==> config.mk <==
export PLATFORM = sky130hd
export DESIGN_NAME = xcarry_alu
export DESIGN_NICKNAME = d
export VERILOG_FILES = /design/src/rtl/xca_pkg.sv /design/src/rtl/xca_decode.sv /design/src/rtl/xca_adder.sv /design/src/rtl/xca_flags.sv /design/src/rtl/xcarry_alu.sv
export SDC_FILE = /design/constraint.sdc
export NUM_CORES = 1
export LEC_CHECK = 0
export ABC_AREA = 1
export BUFFER_PORTS_ARGS = -buffer_cell sky130_fd_sc_hd__buf_4
export CAP_MARGIN = 30
export CORE_MARGIN = 4
export CORE_UTILIZATION = 49
export DETAILED_ROUTE_END_ITERATION = 8
export PLACE_DENSITY_LB_ADDON = 0.12
export SETUP_SLACK_MARGIN = 0.4
export SYNTH_ARGS = -nofsm -noshare
export SYNTH_HDL_FRONTEND = slang
export SYNTH_SLANG_ARGS = --single-unit
==> constraint.sdc <==
create_clock -name clk -period 5.2 [get_ports clk]
set_clock_uncertainty 0.15 [all_clocks]
set_input_delay 1.04 -clock clk [delete_from_list [all_inputs] [get_ports clk]]
set_output_delay 1.04 -clock clk [all_outputs]
set_load 0.05 [all_outputs]
==> src/rtl/xca_pkg.sv <==
package xca_pkg;

    // Instruction word geometry (bit 31 = most significant)
    localparam int INSN_W     = 32;
    localparam int PRIM_W     = 6;
    localparam int PRIM_LSB   = INSN_W - PRIM_W;
    localparam int REG_W      = 5;
    localparam int DST_LSB    = PRIM_LSB - REG_W;
    localparam int SRC_LSB    = DST_LSB - REG_W;
    localparam int SPARE_LSB  = SRC_LSB - REG_W;
    localparam int OE_POS     = SPARE_LSB - 1;
    localparam int MINOR_W    = 9;
    localparam int MINOR_LSB  = 1;
    localparam int REC_POS    = 0;
    localparam int CR_W       = 4;

    localparam logic [PRIM_W-1:0]  PRIM_ALU      = 6'd31;
    localparam logic [MINOR_W-1:0] MINOR_ZEXT    = 9'd202;
    localparam logic [MINOR_W-1:0] MINOR_MEXT    = 9'd234;
    localparam logic [MINOR_W-1:0] MINOR_SFZEXT  = 9'd200;

    typedef enum logic [1:0] {
        OP_NONE   = 2'd0,
        OP_ZEXT   = 2'd1,
        OP_MEXT   = 2'd2,
        OP_SFZEXT = 2'd3
    } op_e;

    typedef struct packed {
        op_e              op;
        logic             legal;
        logic [REG_W-1:0] dst;
        logic             oe;
        logic             rec;
    } dec_t;

    typedef struct packed {
        logic lt;
        logic gt;
        logic eq;
        logic so;
    } cr_t;

    function automatic op_e minor_to_op(input logic [MINOR_W-1:0] m);
        op_e r;
        case (m)
            MINOR_ZEXT:   r = OP_ZEXT;
            MINOR_MEXT:   r = OP_MEXT;
            MINOR_SFZEXT: r = OP_SFZEXT;
            default:      r = OP_NONE;
        endcase
        return r;
    endfunction

endpackage

==> src/rtl/xca_decode.sv <==
module xca_decode
    import xca_pkg::*;
(
    input  logic [INSN_W-1:0] instr_i,
    output dec_t              dec_o
);
    logic [PRIM_W-1:0]  prim;
    logic [MINOR_W-1:0] minor;
    op_e                op;
    logic               unused_fields;

    assign prim  = instr_i[PRIM_LSB +: PRIM_W];
    assign minor = instr_i[MINOR_LSB +: MINOR_W];
    assign op    = (prim == PRIM_ALU) ? minor_to_op(minor) : OP_NONE;

    // Source index and spare slot play no part in this family
    assign unused_fields = ^{instr_i[SRC_LSB +: REG_W], instr_i[SPARE_LSB +: REG_W]};

    always_comb begin
        dec_o.op    = op;
        dec_o.legal = (op != OP_NONE);
        dec_o.dst   = instr_i[DST_LSB +: REG_W];
        dec_o.oe    = instr_i[OE_POS];
        dec_o.rec   = instr_i[REC_POS];
    end
endmodule

==> src/rtl/xca_adder.sv <==
module xca_adder
    import xca_pkg::*;
#(
    parameter int W = 32
) (
    input  op_e          op_i,
    input  logic [W-1:0] ra_i,
    input  logic         cin_i,
    output logic [W-1:0] sum_o,
    output logic         cout_o,
    output logic         ovf_o
);
    localparam int MSB = W - 1;

    logic [W-1:0] opa;
    logic [W-1:0] opb;
    logic [W:0]   wide;

    always_comb begin
        case (op_i)
            OP_MEXT:   begin opa = ra_i;  opb = '1; end
            OP_SFZEXT: begin opa = ~ra_i; opb = '0; end
            default:   begin opa = ra_i;  opb = '0; end
        endcase
    end

    assign wide   = {1'b0, opa} + {1'b0, opb} + {{W{1'b0}}, cin_i};
    assign sum_o  = wide[MSB:0];
    assign cout_o = wide[W];
    // Like-signed operands giving a result of the other sign
    assign ovf_o  = (opa[MSB] == opb[MSB]) && (sum_o[MSB] != opa[MSB]);
endmodule

==> src/rtl/xca_flags.sv <==
module xca_flags
    import xca_pkg::*;
#(
    parameter int W = 32
) (
    input  logic         oe_i,
    input  logic [W-1:0] res_i,
    input  logic         ovf_i,
    input  logic         ov_i,
    input  logic         so_i,
    output logic         ov_o,
    output logic         so_o,
    output cr_t          cr_o
);
    localparam int MSB = W - 1;

    assign ov_o = oe_i ? ovf_i : ov_i;
    assign so_o = so_i | (oe_i & ovf_i);

    always_comb begin
        cr_o.lt = res_i[MSB];
        cr_o.eq = (res_i == '0);
        cr_o.gt = ~res_i[MSB] & (res_i != '0);
        cr_o.so = so_o;
    end
endmodule

==> src/rtl/xcarry_alu.sv <==
module xcarry_alu
    import xca_pkg::*;
#(
    parameter int XLEN = 32
) (
    input  logic                clk,
    input  logic                rst,
    input  logic                in_valid,
    input  logic [INSN_W-1:0]   instr,
    input  logic [XLEN-1:0]     ra_val,
    input  logic                xer_ca_in,
    input  logic                xer_ov_in,
    input  logic                xer_so_in,
    output logic                out_valid,
    output logic                illegal,
    output logic                rd_we,
    output logic [REG_W-1:0]    rd_idx,
    output logic [XLEN-1:0]     rd_data,
    output logic                ca_we,
    output logic                ca_out,
    output logic                ov_we,
    output logic                ov_out,
    output logic                so_out,
    output logic                cr0_we,
    output logic [CR_W-1:0]     cr0
);
    dec_t            dec;
    logic [XLEN-1:0] sum;
    logic            cout;
    logic            sovf;
    logic            ov_n;
    logic            so_n;
    cr_t             cr_n;
    logic            go;

    xca_decode u_dec (
        .instr_i (instr),
        .dec_o   (dec)
    );

    xca_adder #(.W(XLEN)) u_add (
        .op_i   (dec.op),
        .ra_i   (ra_val),
        .cin_i  (xer_ca_in),
        .sum_o  (sum),
        .cout_o (cout),
        .ovf_o  (sovf)
    );

    xca_flags #(.W(XLEN)) u_flg (
        .oe_i  (dec.oe),
        .res_i (sum),
        .ovf_i (sovf),
        .ov_i  (xer_ov_in),
        .so_i  (xer_so_in),
        .ov_o  (ov_n),
        .so_o  (so_n),
        .cr_o  (cr_n)
    );

    assign go = in_valid & dec.legal;

    always_ff @(posedge clk) begin
        if (rst) begin
            out_valid <= 1'b0;
            illegal   <= 1'b0;
            rd_we     <= 1'b0;
            rd_idx    <= '0;
            rd_data   <= '0;
            ca_we     <= 1'b0;
            ca_out    <= 1'b0;
            ov_we     <= 1'b0;
            ov_out    <= 1'b0;
            so_out    <= 1'b0;
            cr0_we    <= 1'b0;
            cr0       <= '0;
        end else begin
            out_valid <= in_valid;
            illegal   <= in_valid & ~dec.legal;
            rd_we     <= go;
            ca_we     <= go;
            ov_we     <= go & dec.oe;
            cr0_we    <= go & dec.rec;
            rd_idx    <= go ? dec.dst : '0;
            rd_data   <= go ? sum : '0;
            ca_out    <= go ? cout : xer_ca_in;
            ov_out    <= go ? ov_n : xer_ov_in;
            so_out    <= go ? so_n : xer_so_in;
            cr0       <= (go & dec.rec) ? cr_n : '0;
        end
    end
endmodule

==> results.md, run 1 <==
* Status: finished, final reports clean
* Crit. End Element: register
* H-tree levels at 2
* VDD IR max at 0.0926 mV
* Nets at 951
* TritonCTS clock tree: built
* Initial Util at 0.500
* DPL Wire Length at 10100 microns
* Fin crit share at 0.791
* Max-Cap Viols at 0
* Post-synth EDFFs at 0
* Clock Sinks at slightly below 50
* Critical path's largest stage delay at 490 ps
* Largest net degree at the start of global routing at 34
* Drt wl/cell at 12.6 microns
* Post_cts resized at 0
* Hold buffers post-CTS at 0
* RSZ-0062 raised after global routing: false
* Buffers on Ports at 109
* Cells after Synth at ~740
* Seq/Total Area, Yosys at 0.226
* Die Height at about 100 microns
* Worst hold slack at 781 ps
* Clock buffer depth at 2
* Row cnt at 34
* Dominant synthesized flop cell: dfxtp_1
* Most flops, register: rd_data
* Num CTS Buffers at 5
* Antenna diodes at 0
* Pwr Total at 763 uW
* Startpoint types: input pin
* Yosys reg bits at 49
* Layout cell share with drive strength beyond 1 at 0.160
* Syn nets at roughly 840
* Register area at 981 sq um
* Min-Delay Path Class: in -> reg
* Via/cell ratio at 4.85
* Vias in the first global route at approximately 4200
* Clk pin slew, worst setup/hold paths at 90 ps
* Worst Path Max Fanout at 30
* Final WS setup at 1090 ps
* Final hold vios at 0
* Final min period at slightly above 4000 ps
* Residual DRC at 0
* GRT overflow at 0
* Syn_area_per_cell at 5.87 sq um
* Syn-to-layout area delta at 23.5%
* CP Class: in -> reg
* CP required at 5250 ps
* Critical Path AT at 4160 ps
* Postcts setup bufs at 0
* Vias at 4638
* Slowest cell on crit path: fa_1
* # fillers at 919
* Routability congestion estimate at 0.944
* Starting DRT DRC Count at 273
* Largest regs: rd_data x32, rd_idx x5, cr0 x4
* Cell area after synthesis at 4340 sq um
* Leakage at 3.20 nW
* Cell Chain, Critical Path: buf_4 -> nor2_1 -> nand2_1 -> nor2_1 -> nand4_1 -> buf_4 -> xor2_1 -> inv_1 -> fa_1 -> nand2_1 -> nand2_1 -> nand3_1 -> nand2_1 -> nand2_1 -> nand2_1 -> nor2_1 -> nand3_1 -> nor2_1 -> nand3_1 -> nor2_1 -> nand3_1 -> nor2_1 -> nor2_1
* Post-synthesis cell type count at 32
* Slew Limit Headroom at 0.669
* Asr flop ratio synth at 0
* Clk root buf: clkbuf_8
* Yosys warning total at 0
* First-pass GRT wire length at approximately 19000 microns
* CP most frequent cell: nor2_1
* Detailed Routing Iterations Pass 1 at 4
* Worst-Margin Slew at 496 ps
* PwrDens at 143 nW/um^2
* Core ar. at ~8700 sq um
* Multi-input gate area at 2720 sq um
* GRT Total Usage at 0.232
* Wirelength, routed at 12100 microns
* Routed Antenna Nets at 0
* Max-slew violations at 0
* Crit path buffers/inverters at 3
* Die X at 102 microns
* Max reg flops at 32
* Num ports at 120
* Endpoints failing setup at 0
* Top delay family on crit path: simple AND/OR/NAND/NOR gates
* Fmax at 0.243 GHz
* Worst slack at placement at 815 ps
* Initial antenna violation count at 0
* Total Die Area at 10400 sq um
* Fin Setup TNS at 0 ps
-- cells in the mapped netlist (2+ instances only) --
master / number / share of area
nand3_1: 55 / 0.063
dfxtp_1: 49 / 0.23
xnor2_1: 2 / 0.0040
nand2_1: 221 / 0.19
buf_2: 3 / 0.0035
nand4_1: 11 / 0.016
clkbuf_1: 4 / 0.0035
xor2_1: 36 / 0.073
a21oi_2: 2 / 0.0040
nand3b_1: 2 / 0.0035
inv_1: 156 / 0.14
a21oi_1: 35 / 0.040
ha_1: 31 / 0.089
o21ai_0: 7 / 0.0081
nor2_1: 87 / 0.075
nor2_2: 3 / 0.0043
and2_1: 3 / 0.0043
nor3_1: 8 / 0.0092
fa_1: 2 / 0.0092
o21bai_1: 4 / 0.0069
nand2_2: 6 / 0.0087
-- path summary, 6_finish.rpt --
kind / start / endpoint / slack [ps] / cells after the start
worst max-delay path: instr[1] / cr0[2] / 1090 / 23
worst min-delay path: rst / ov_we / 780 / 2
-- routing by layer --
layer,track usage,routed length [microns],vias to the layer above
met3,0.0259,922,17
met1,0.328,5750,2015
met5,0,0,-
met4,0.0696,187,0
li1,-,-,2467
met2,0.371,5210,139
-- through the flow --
step	utilization	cells	instance area, sq um
detailed placement	0.607	949	5270
finish	0.617	957	5350
floorplan	-	738	4340
global placement	0.607	949	5270
global route	0.617	957	5350
CTS	0.617	957	5350
-- report_power, final --
part           total (mW)  internal, mW  switching [mW]
Sequential          0.377         0.377        0.000494
Combinational       0.150        0.0649          0.0849
Clock               0.235        0.0953           0.140
Total               0.763         0.537           0.226
-- placed cells by master (no fill, tap or decap), types with 2 or more instances in the layout --
cell / count
nand3b_1: 2
dfxtp_1: 49
xnor2_1: 2
nor2_1: 86
inv_1: 156
clkbuf_8: 5
fa_1: 2
ha_1: 31
clkinvlp_4: 2
o21bai_1: 4
and2_1: 3
nand4_1: 11
xor2_1: 36
nand3_1: 55
nand2_1: 221
nor2_2: 4
a21oi_2: 2
buf_4: 112
nand2_2: 6
nor3_1: 8
o21ai_0: 7
a21oi_1: 35
-- cell type report --
type                       instances  share of cell area
multi-input combinational        523               0.508
sequential                        49               0.183
timing repair buffer             112               0.157
inverter                         157               0.110
tap                              108              0.0252
clock buffer                       6              0.0136
clock inverter                     2             0.00281
-- cell families (layout without fill, tap and decap cells) --
family | count (synthesis) | in the layout | synth area share
adders and majority gates | 33 | 33 | 0.0987
AOI/OAI and AO/OA | 52 | 52 | 0.0667
DFF | 49 | 49 | 0.226
xor gates and xnor gates | 38 | 38 | 0.0768
buffers and inverters | 166 | 277 | 0.147
and+or+nand+nor | 400 | 400 | 0.384
Power figures use the tool's default switching activity.
==> run 2, diff against run 1 <==
CORE_UTILIZATION = 54   (was 49)
clock period = 3.99 ns   (was 5.2 ns; I/O delays follow)
==> results.md, run 2 (same netlist as run 1, synthesis figures left out) <==
* Vias at roughly 5000
* Clock Sinks at 49
* Crit path buffers/inverters at 4
* CP Class: in -> reg
* Min-Delay Path Class: in -> reg
* Endpoints failing setup at 0
* Status: finished, final reports clean
* Pwr Total at 1.07 mW
* Hold buffers post-CTS at 0
* Starting DRT DRC Count at 394
* Drt wl/cell at 13.8 microns
* Max reg flops at 32
* Slowest cell on crit path: fa_2
* Worst Path Max Fanout at 3
* Wirelength, routed at 13400 microns
* Top delay family on crit path: simple AND/OR/NAND/NOR gates
* Vias in the first global route at 4463
* Clk pin slew, worst setup/hold paths at around 110 ps
* Worst-Margin Slew at 580 ps
* Layout cell share with drive strength beyond 1 at 0.313
* Clock buffer depth at 2
* Most flops, register: rd_data
* Initial Util at 0.558
* HP Start: instr[23]
* Final WS setup at 302 ps
* Crit. Startpoint: instr[4]
* Routed Antenna Nets at 0
* Final hold vios at 0
* Clk root buf: clkbuf_8
* Commonest non-fill, non-tap cell in the layout: nand2_1
* GRT Total Usage at 0.258
* Syn-to-layout area delta at 42.0%
* Crit. End Element: register
* CP required at between 4000 and 5000 ps
* Slew Limit Headroom at 0.613
* Critical path's largest stage delay at 380 ps
* Core ar. at 7770 sq um
* Cell Chain, Critical Path: buf_6 -> inv_4 -> nor2_4 -> nand2_2 -> nor2_1 -> nand4_1 -> buf_6 -> xor2_4 -> fa_2 -> inv_4 -> fa_2 -> nand2_2 -> nand2_4 -> nand3_2 -> nand2_2 -> nand3_1 -> nand2_2 -> xor2_2 -> nand3_1 -> nor2_1 -> nand3_1 -> nor2_1 -> nor2_1
* Commonest cells after routing, fill and taps aside: nand2_1, inv_1, buf_4, nor2_1, dfxtp_1
* Num CTS Buffers at 5
* Residual DRC at 0
* Num ports at 120
* DPL Wire Length at 10100 microns
* Routability congestion estimate at 0.970
* Largest net degree at the start of global routing at 33
* Initial antenna violation count at 0
* RSZ-0062 raised after global routing: true
* TritonCTS clock tree: built
* # fillers at 583
* Via/cell ratio at 5.07
* GRT overflow at 0
* H-tree levels at 2
* Die X at 97.6 microns
* Max-slew violations at 0
* Total Die Area at 9530 sq um
* Buffers on Ports at 109
* First-pass GRT wire length at ~20000 microns
* Row cnt at 32
* Worst slack at placement at -115 ps
* Nets at slightly below 1000
* Critical Path AT at 3740 ps
* Fin crit share at 0.924
* Largest regs: rd_data x32, rd_idx x5, cr0 x4
* Leakage at 3.38 nW
* VDD IR max at ~0.14 mV
* Fmax at 0.271 GHz
* Startpoint types: input pin
* Antenna diodes at 0
* PwrDens at 174 nW/um^2
* Die Height at 97.6 microns
* Detailed Routing Iterations Pass 1 at 5
* Final min period at 3690 ps
* Max-Cap Viols at 0
run 2: cell count changes in the layout (fill, tap and decap cells not counted), moves of 13 or more:
cell,previous run,this run
nand3_1,55,42
nand2_2,6,36
nor2_2,4,19
ha_1,31,12
nor2_1,86,64
nand2_1,221,187
run 2: where the power goes:
group	switching [mW]	internal, mW	leakage [nW]
clock network	0.191	0.141	0.0512
registers	0.000644	0.491	0.396
logic	0.135	0.111	2.94
total	0.327	0.743	3.38
run 2: layer usage:
metal	up-vias	global-route usage	wire length, microns
met2	194	0.427	6160
met1	2209	0.358	5980
met3	15	0.0345	1060
li1	2506	-	-
met5	-	0	0
met4	0	0.0586	171
run 2: repair_timing:
action                                  CTS  global route
endpoints found under the hold margin     0             0
pin swaps                                 9            39
gates resized for setup                  38            94
gates cloned                              1             0
endpoints found under the setup margin    4             9
setup buffers                             5             6
run 2: path summary, 6_finish.rpt:
path	to	slack (ps)	cells past startpoint
worst max-delay path	cr0[2]	300	23
worst min-delay path	rd_idx[2]	540	3
run 2: stage by stage:
| stage | TNS [ps] | cells | hold WS, ps | cell area, sq um | utilization |
|---|---|---|---|---|---|
| global placement | 0 | 952 | 856 | 5410 | 0.696 |
| detailed placement | -215 | 952 | 863 | 5410 | 0.696 |
| finish | 0 | 972 | 538 | 6160 | 0.793 |
| floorplan | 0 | 738 | 717 | 4380 | - |
| CTS | 0 | 966 | 543 | 5730 | 0.738 |
| global route | 0 | 972 | 540 | 6160 | 0.793 |
run 2: layout make-up:
cell class	count	area, sq um	share of cell area
multi-input cells	523	3280	0.533
repair buffers	133	1080	0.175
flip-flops and latches	49	981	0.159
inverters	157	594	0.0965
well taps	102	128	0.0207
clock buffers	6	82.6	0.0134
clock inverters	2	13.8	0.00224
run 2: tightest hold or removal path: stages:
cell and delay [ps]:
buf_4 70, inv_1 30, nor2_1 80
==> run 3, diff against run 2 <==
--- a/config.mk
+++ b/config.mk
@@ -10,5 +10,5 @@
 export CAP_MARGIN = 30
 export CORE_MARGIN = 4
-export CORE_UTILIZATION = 54
+export CORE_UTILIZATION = 58
 export DETAILED_ROUTE_END_ITERATION = 8
 export PLACE_DENSITY_LB_ADDON = 0.12
==> constraint.sdc (replaced) <==
create_clock -name clk -period 4.5 [get_ports clk]
set_clock_uncertainty 0.15 [all_clocks]
set_input_delay 0.225 -clock clk [delete_from_list [all_inputs] [get_ports clk]]
set_output_delay 0.225 -clock clk [all_outputs]
set_load 0.05 [all_outputs]
==> results.md, run 3 (same netlist as run 1, synthesis figures left out) <==
* Status: finished, final reports clean
* Antenna diodes at 0
* Worst Path Max Fanout at 25
* Wirelength, routed at 12200 microns
* Final WS setup at 1120 ps
* Die Height at 94.5 microns
* Max-slew violations at 0
* M3 GR Usage at 0.0406
* Detailed Routing Iterations Pass 1 at 6
* Met1 Usage GRT at 0.358
* PwrDens at 163 nW/um^2
* Slowest cell on crit path: fa_1
* Crit. End Element: register
* Num ports at 120
* Layout cell share with drive strength beyond 1 at 0.162
* Initial Util at 0.598
* Most flops, register: rd_data
* GRT overflow at 0
* Critical path's largest stage delay at 490 ps
* GRT Total Usage at 0.272
* Buffers on Ports at 109
* Clock Sinks at just under 50
* Endpoints failing setup at 0
* H-tree levels at 2
* First-pass GRT wire length at roughly 20000 microns
* # fillers at 617
* Switching pwr at 256 uW
* Worst slack at placement at 877 ps
* Clk root buf: clkbuf_8
* Leakage at 3.22 nW
* Commonest cells after routing, fill and taps aside: nand2_1, inv_1, buf_4, nor2_1, nand3_1
* Via/cell ratio at 5.02
* Register area at 981 sq um
* Max-Cap Viols at 0
* Hold buffers post-CTS at 3
* Power Internal at 623 uW
* Total Die Area at 8920 sq um
* RSZ-0062 raised after global routing: false
* Clk pin slew, worst setup/hold paths at around 90 ps
* Routed Antenna Nets at 0
* TritonCTS clock tree: built
* Sw frac at 0.291
* Postcts setup bufs at 0
* Worst hold slack at 3.40 ps
* Clk pwr share at 0.302
* Min-Delay Path Class: in -> reg
* Max reg flops at 32
* Clock buffer depth at 2
* Nets at 955
* Residual DRC at 0
* Top delay family on crit path: simple AND/OR/NAND/NOR gates
* Vias in the first global route at 4438
* Commonest non-fill, non-tap cell in the layout: nand2_1
* Combinational share of power at 0.202
* Seq pwr share at 0.496
* Pwr Total at 879 uW
* Routability congestion estimate at 0.985
* Startpoint types: input pin
* Cell Chain, Critical Path: buf_4 -> nor2_1 -> nand2_1 -> nor2_1 -> nand4_1 -> buf_4 -> buf_4 -> xor2_1 -> inv_1 -> fa_1 -> nand2_1 -> nand2_1 -> nand3_1 -> nand2_1 -> nand3_1 -> nand2_1 -> xor2_1 -> nand3_1 -> nor2_1 -> nand3_1 -> nor2_1 -> nor2_1
* Num CTS Buffers at 5
* Worst-Margin Slew at 891 ps
* CP required at between 4000 and 5000 ps
* Row cnt at 31
* Slew Limit Headroom at 0.404
* Post_cts resized at 0
* Fmax at 0.296 GHz
* Crit path buffers/inverters at 4
* Fin crit share at 0.751
* Final hold vios at 0
* GRT busiest layer: met2
* Fin Setup TNS at 0 ps
* Vias at 4780
* Die X at 94.5 microns
* VDD IR max at 0.0952 mV
* Largest net degree at the start of global routing at 34
* DPL Wire Length at 10300 microns
* Met2 Usage GRT at 0.465
* Starting DRT DRC Count at 217
* CP Class: in -> reg
* Critical Path AT at 3430 ps
* Core ar. at 7250 sq um
* Initial antenna violation count at 0
* Drt wl/cell at 12.9 microns
* Largest regs: rd_data x32, rd_idx x5, cr0 x4
* Final min period at 3380 ps
* Syn-to-layout area delta at 24.1%
* Multi-input gate area at 2720 sq um
-- run 3: cell types whose count changed in the layout (fill, tap and decap cells not counted), moves of 7 or more --
cell	before	now
inv_1	149	156
nor2_4	7	0
nand2_2	36	6
buf_4	123	113
nand2_1	187	221
nor2_1	64	86
a21oi_1	27	35
ha_2	7	0
ha_1	12	31
ha_4	12	0
nand3_2	13	1
nand3_1	42	55
nor2_2	19	4
-- run 3: power by group through the flow --
stage	logic [mW]	clock network (mW)	registers (mW)
after floorplan	0.0925	0	0.455
after global placement	0.167	0	0.446
after detailed placement	0.172	0	0.446
after CTS	0.175	0.267	0.436
after global routing	0.197	0.280	0.437
final	0.177	0.265	0.436
-- run 3: worst min-delay path, stage by stage --
cell    delay, ps
buf_4         110
inv_1          40
nor2_1         40
-- run 3: worst paths after layout --
kind	start	end	cells after the start
worst max-delay path	instr[1]	cr0[2]	22
worst min-delay path	instr[25]	rd_idx[4]	3
-- run 3: final cells by class --
| type | count | area share |
|---|---|---|
| Tap cell | 99 | 0.0230 |
| Inverter | 157 | 0.110 |
| Multi-Input combinational cell | 523 | 0.505 |
| Clock inverter | 3 | 0.00395 |
| Timing Repair Buffer | 116 | 0.163 |
| Clock buffer | 5 | 0.0128 |
| Sequential cell | 49 | 0.182 |
-- run 3: layer usage --
metal  routed length [microns]  part of all wire
met5                         0                 0
met4                       207             0.017
met3                       972             0.079
met2                      5560              0.45
met1                      5500              0.45
-- run 3: through the flow --
stage	std cells	area [sq um]	utilization
3_3_place_gp	941	5260	0.725
2_1_floorplan	738	4340	-
5_1_grt	952	5380	0.742
4_1_cts	952	5380	0.742
3_5_place_dp	941	5260	0.725
6_report	952	5380	0.742
